`config.mk`:
```
export PLATFORM = sky130hd
export DESIGN_NAME = irq_group_ctrl
export DESIGN_NICKNAME = d
export VERILOG_FILES = /design/src/rtl/irq_grp_pkg.sv /design/src/rtl/irq_src_flags.sv /design/src/rtl/irq_grp_merge.sv /design/src/rtl/irq_dispatch.sv /design/src/rtl/irq_group_ctrl.sv
export SDC_FILE = /design/constraint.sdc
export NUM_CORES = 1
export LEC_CHECK = 0
export BUFFER_PORTS_ARGS = -buffer_cell sky130_fd_sc_hd__buf_2
export CORE_MARGIN = 2
export CORE_UTILIZATION = 45
export DETAILED_ROUTE_END_ITERATION = 12
export PLACE_DENSITY = 0.82
export SYNTH_ARGS = -nofsm -noshare
export SYNTH_HDL_FRONTEND = slang
export SYNTH_HIERARCHICAL = 1
export SYNTH_SLANG_ARGS = --single-unit
```
`constraint.sdc`:
```
create_clock -name clk_i -period 1.55 [get_ports clk_i]
set_input_delay 0.31 -clock clk_i [delete_from_list [all_inputs] [get_ports clk_i]]
set_output_delay 0.31 -clock clk_i [all_outputs]
set_load 0.1 [all_outputs]
```
`src/rtl/irq_grp_pkg.sv`:
```
package irq_grp_pkg;
  localparam int unsigned NUM_GRP     = 2;
  localparam int unsigned SRC_PER_GRP = 2;
  localparam int unsigned NUM_SRC     = NUM_GRP * SRC_PER_GRP;
  localparam int unsigned DATA_W      = 8;
  localparam int unsigned ADDR_W      = 2;
  localparam int unsigned VEC_W       = 8;
  localparam int unsigned SEL_W       = (NUM_GRP > 1) ? $clog2(NUM_GRP) : 1;
  localparam logic [VEC_W-1:0] VEC_BASE = 8'h14;
  localparam logic [VEC_W-1:0] VEC_STEP = 8'h04;

  typedef enum logic [ADDR_W-1:0] {
    REG_CTRL   = 2'd0,
    REG_SRC_EN = 2'd1,
    REG_FLAGS  = 2'd2,
    REG_RSVD   = 2'd3
  } reg_sel_e;
endpackage

```
`src/rtl/irq_src_flags.sv`:
```
module irq_src_flags #(
  parameter int unsigned N = 4
) (
  input  logic         clk_i,
  input  logic         rst_ni,
  input  logic [N-1:0] evt_i,
  input  logic         wr_i,
  input  logic [N-1:0] wdata_i,
  output logic [N-1:0] flag_o
);
  for (genvar i = 0; i < N; i++) begin : g_flag
    logic q;
    // event wins over a software write in the same cycle
    always_ff @(posedge clk_i or negedge rst_ni) begin
      if (!rst_ni)       q <= 1'b0;
      else if (evt_i[i]) q <= 1'b1;
      else if (wr_i)     q <= wdata_i[i];
    end
    assign flag_o[i] = q;
  end
endmodule

```
`src/rtl/irq_grp_merge.sv`:
```
module irq_grp_merge #(
  parameter int unsigned NG  = 2,
  parameter int unsigned SPG = 2,
  localparam int unsigned NS = NG * SPG
) (
  input  logic          clk_i,
  input  logic          rst_ni,
  input  logic [NS-1:0] src_flag_i,
  input  logic [NS-1:0] src_en_i,
  input  logic [NG-1:0] clr_i,
  input  logic          wr_i,
  input  logic [NG-1:0] wdata_i,
  output logic [NG-1:0] grp_flag_o
);
  for (genvar g = 0; g < NG; g++) begin : g_grp
    logic set, q;
    assign set = |(src_flag_i[g*SPG +: SPG] & src_en_i[g*SPG +: SPG]);
    // service clear first, then source merge, then software write
    always_ff @(posedge clk_i or negedge rst_ni) begin
      if (!rst_ni)       q <= 1'b0;
      else if (clr_i[g]) q <= 1'b0;
      else if (set)      q <= 1'b1;
      else if (wr_i)     q <= wdata_i[g];
    end
    assign grp_flag_o[g] = q;
  end
endmodule

```
`src/rtl/irq_dispatch.sv`:
```
module irq_dispatch
  import irq_grp_pkg::*;
#(
  parameter int unsigned NG = 2
) (
  input  logic             clk_i,
  input  logic             rst_ni,
  input  logic [NG-1:0]    grp_flag_i,
  input  logic [NG-1:0]    grp_en_i,
  input  logic             stack_full_i,
  input  logic             ack_i,
  input  logic             reti_i,
  input  logic             gie_wr_i,
  input  logic             gie_wdata_i,
  output logic             gie_o,
  output logic             req_o,
  output logic [VEC_W-1:0] vec_o,
  output logic [NG-1:0]    clr_o
);
  logic [NG-1:0]    elig;
  logic [NG-1:0]    grant;
  logic [SEL_W-1:0] sel;
  logic             gie_q;
  logic             service;

  assign elig = grp_flag_i & grp_en_i & {NG{gie_q}};

  // lowest group index wins
  always_comb begin
    sel   = '0;
    grant = '0;
    for (int i = NG - 1; i >= 0; i--) begin
      if (elig[i]) begin
        sel   = SEL_W'(i);
        grant = NG'(1) << i;
      end
    end
  end

  assign req_o   = (|elig) & ~stack_full_i;
  assign vec_o   = VEC_BASE + VEC_W'(sel) * VEC_STEP;
  assign service = req_o & ack_i;
  assign clr_o   = grant & {NG{service}};

  always_ff @(posedge clk_i or negedge rst_ni) begin
    if (!rst_ni)       gie_q <= 1'b0;
    else if (service)  gie_q <= 1'b0;
    else if (reti_i)   gie_q <= 1'b1;
    else if (gie_wr_i) gie_q <= gie_wdata_i;
  end

  assign gie_o = gie_q;
endmodule

```
`src/rtl/irq_group_ctrl.sv`:
```
module irq_group_ctrl
  import irq_grp_pkg::*;
(
  input  logic              clk_i,
  input  logic              rst_ni,
  input  logic              evt_ser_xfer_i,
  input  logic              evt_ser_match_i,
  input  logic              evt_cnv_a_i,
  input  logic              evt_cnv_b_i,
  input  logic              evt_rtc_i,
  input  logic              evt_tb_i,
  input  logic              reg_we_i,
  input  logic [ADDR_W-1:0] reg_addr_i,
  input  logic [DATA_W-1:0] reg_wdata_i,
  output logic [DATA_W-1:0] reg_rdata_o,
  output logic              irq_req_o,
  output logic [VEC_W-1:0]  irq_vec_o,
  input  logic              irq_ack_i,
  input  logic              stack_full_i,
  input  logic              reti_i
);
  logic [NUM_SRC-1:0] src_evt, src_flag, src_en;
  logic [NUM_GRP-1:0] grp_flag, grp_en, grp_clr;
  logic               gie;
  logic               wr_ctrl, wr_src_en, wr_flags;

  assign src_evt = {evt_tb_i, evt_rtc_i,
                    evt_cnv_a_i | evt_cnv_b_i,
                    evt_ser_xfer_i | evt_ser_match_i};

  assign wr_ctrl   = reg_we_i && (reg_addr_i == REG_CTRL);
  assign wr_src_en = reg_we_i && (reg_addr_i == REG_SRC_EN);
  assign wr_flags  = reg_we_i && (reg_addr_i == REG_FLAGS);

  always_ff @(posedge clk_i or negedge rst_ni) begin
    if (!rst_ni) begin
      grp_en <= '0;
      src_en <= '0;
    end else begin
      if (wr_ctrl)   grp_en <= reg_wdata_i[NUM_GRP:1];
      if (wr_src_en) src_en <= reg_wdata_i[NUM_SRC-1:0];
    end
  end

  irq_src_flags #(.N(NUM_SRC)) i_src_flags (
    .clk_i   (clk_i),
    .rst_ni  (rst_ni),
    .evt_i   (src_evt),
    .wr_i    (wr_flags),
    .wdata_i (reg_wdata_i[NUM_SRC-1:0]),
    .flag_o  (src_flag)
  );

  irq_grp_merge #(.NG(NUM_GRP), .SPG(SRC_PER_GRP)) i_grp_merge (
    .clk_i      (clk_i),
    .rst_ni     (rst_ni),
    .src_flag_i (src_flag),
    .src_en_i   (src_en),
    .clr_i      (grp_clr),
    .wr_i       (wr_flags),
    .wdata_i    (reg_wdata_i[NUM_SRC+NUM_GRP-1:NUM_SRC]),
    .grp_flag_o (grp_flag)
  );

  irq_dispatch #(.NG(NUM_GRP)) i_dispatch (
    .clk_i        (clk_i),
    .rst_ni       (rst_ni),
    .grp_flag_i   (grp_flag),
    .grp_en_i     (grp_en),
    .stack_full_i (stack_full_i),
    .ack_i        (irq_ack_i),
    .reti_i       (reti_i),
    .gie_wr_i     (wr_ctrl),
    .gie_wdata_i  (reg_wdata_i[0]),
    .gie_o        (gie),
    .req_o        (irq_req_o),
    .vec_o        (irq_vec_o),
    .clr_o        (grp_clr)
  );

  always_comb begin
    reg_rdata_o = '0;
    unique case (reg_addr_i)
      REG_CTRL: begin
        reg_rdata_o[0]         = gie;
        reg_rdata_o[NUM_GRP:1] = grp_en;
      end
      REG_SRC_EN: reg_rdata_o[NUM_SRC-1:0] = src_en;
      REG_FLAGS: begin
        reg_rdata_o[NUM_SRC-1:0]               = src_flag;
        reg_rdata_o[NUM_SRC+NUM_GRP-1:NUM_SRC] = grp_flag;
      end
      default: reg_rdata_o = '0;
    endcase
  end
endmodule


```
==> metrics.csv <==
metric,value,unit
status,finished with violations,
failing checks,negative setup slack,
DP HPWL,1.43,mm
Worst path slowest cell,dfrtp_1,
CTS H-tree depth,1,
WP data required,1.24,ns
crit share post-route,113,%
DR vias/cell,5.03,
CP Max Fanout,2,
cells after synthesis,84,
clk_skew,0.00627,ns
Total Power,1.47,mW
final hold violation count,0,
minimum clock period after layout,1.76,ns
sequential-to-total area share from yosys stat,37.7,%
sequential power share,29.7,%
yosys warns,6,
initial antenna violation count,0,
Initial Util,48.9,%
Tot GR Track Use,22.0,%
I/O Pins,39,
maxcap violations,0,
Sw Ratio,44.7,%
Critical Path Sink Type,primary output,
Finished Cell Area,1350,µm²
Final WS setup,-0.207,ns
Clock Tree Root,clkbuf_4,
Mapped Area,862,µm²
antenna fix cells,0,
worst-case clock buffer depth,2,
# nets final,150,
GR Overflow Total,0,
PwrDens,1090,nW/µm²
core box area,1760,µm²
clock slew seen by the registers of the worst setup and hold paths,0.08,ns
pre-CTS setup slack,-0.294,ns
"slowest stage delay, CP",0.39,ns
Gate power share,56.1,%
global-route wire length before repair,3.42,mm
CP Launch Type,flop,
leading area contributor after synthesis,dfrtp_1,
Critical path buffers and inverters,2,
CTS tree,built,
#FFs+latches synth,13,
Routed Antenna Nets,0,
P_int,0.811,mW
CTS Buf Count,3,
Syn Area/Cell,10.3,µm²
Area after DPL,1170,µm²
VDD IR-drop max,0.754,mV
unrepaired setup endpoints after global routing,true,
"Slew Viols, Final",0,
Routed WL,2.09,mm
chip width,47.8,µm
Fillers,115,
sw power,0.655,mW
Port Buffers,28,
Vias,745,
Clk pwr share,14.3,%
TritonRoute pass-1 iters,4,
DR iter-0 viols,11,
largest net degree at the start of global routing,14,
Syn-to-layout area delta,56.5,%
Routed WL per cell,14.1,µm
vias in the first global route,758,
CP cell instances,a222oi_1 > buf_4 > nor2_4 > buf_12,
Clock Latency Late Sink,0.28,ns
top-area cell type share of the netlist area,37.7,%
share of cells above drive strength 1,61.8,%
clock sink count,13,
Hold Path Class,input port to flop,
gpl congestion,0.864,
DIE AREA,2280,µm²
CP arrival,1.45,ns
Max Clk Rate,0.569,GHz
Final Setup Violations,4,
"CP delay by family, top",flip-flops,
Synth cell types,24,
ranking of synthesized cells by area,"dfrtp_1 (38%), buf_4 (13%), mux2_2 (7.8%)",
Row Count,15,
CP Class,flop to primary output,
Lkg Pwr,0.600,nW
drt drc,0,
Die H,47.8,µm
[sequential cells by signal (all words and copies together), names as in the netlist]
name	flops
i_src_flags/g_flag.q	4
src_en	4
grp_en	2
i_grp_merge/g_grp.q	2
i_dispatch/gie_o	1
[placed cells by master (no fill, tap or decap), types with 3 or more instances in the layout]
cell,count
a211o_1,3
a222oi_1,3
buf_12,9
buf_2,17
buf_4,16
clkbuf_4,3
conb_1,8
dfrtp_1,11
ha_4,3
mux2_2,6
nor2_4,3
nor2b_1,4
[cell usage after synthesis]
cell and number:
a211o_1 3, a211o_2 1, a21oi_1 2, a222oi_1 3, a22oi_1 4, and2_1 3, and4_2 1, buf_4 15
conb_1 3, dfrtp_1 13, ha_1 4, inv_1 3, mux2_2 6, mux2_4 1, mux2i_1 2, nand2_1 3
nand2_2 1, nand3b_1 1, nand4_1 1, nor2_1 4, nor2b_1 5, nor3b_1 2, o22a_1 1, or2_2 2
[logic make-up (layout without fill, tap and decap cells)]
kind of cell             after synthesis  in the layout  share of synthesized area [%]
adder cells (fa/ha/maj)                4              4                           5.81
AND/OR/NAND/NOR                       23             23                           15.5
multiplexers                           9              9                           11.9
flip-flops                            13             13                           37.7
AO/OA/AOI/OAI                         14             14                           13.4
buffers and inverters                 18             52                           14.4
other                                  3              8                           1.31
[per-layer routing]
layer,vias to the layer above,track usage [%],share of wire (%)
met4,0,10.8,1.5
met3,4,4.91,8.0
met1,341,27.4,39
met2,47,36.0,51
met5,-,0,0
li1,353,-,-
[path summary, 6_finish.rpt]
check,from,to,slack (ns),depth (start not counted)
max,grp_en[1],reg_rdata_o[2],-0.21,4
min,evt_rtc_i,i_src_flags/g_flag[2].q,0.22,2
max reg2reg,i_dispatch/gie_o,i_dispatch/gie_o,0.45,3
min reg2reg,src_en[0],src_en[0],0.54,1
max in group asynchronous,rst_ni,i_grp_merge/g_grp[0].q,0.87,2
min in group asynchronous,rst_ni,i_src_flags/g_flag[3].q,0.43,2
[cell type report]
| type | instances | area, µm² | area share [%] |
|---|---|---|---|
| Inverter | 3 | 13.8 | 1.02 |
| Timing Repair Buffer | 45 | 418 | 31.0 |
| Multi-Input combinational cell | 58 | 532 | 39.4 |
| Tap cell | 25 | 31.3 | 2.32 |
| Sequential cell | 13 | 328 | 24.3 |
| Clock buffer | 4 | 26.3 | 1.95 |
[power by group through the flow]
stage / Clock, mW / Combinational, mW / Sequential (mW)
final: 0.209 / 0.822 / 0.435
after global routing: 0.232 / 0.860 / 0.440
after CTS: 0.217 / 0.802 / 0.429
after detailed placement: 0 / 0.723 / 0.433
after global placement: 0 / 0.708 / 0.432
after floorplan: 0 / 0.548 / 0.424
[through the flow]
stage	hold slack (ns)	setup TNS [ns]	utilization, %	cells
final	0.216	-0.544	76.5	148
after global routing	0.221	-0.744	76.5	148
after CTS	0.213	-0.453	75.3	146
after detailed placement	0.212	-1.85	66.2	138
after global placement	0.204	-1.51	66.2	138
after floorplan	0.0144	-0.370	-	89
[timing repair]
item / CTS / global route
pin swaps: 8 / 9
gates resized for setup: 26 / 2
endpoints found under the setup margin: 6 / 8
hold endpoints to repair: 13 / 0
hold buffers: 1 / 0
setup buffers: 3 / 2
Note: power is estimated with default switching activity, not from simulation.
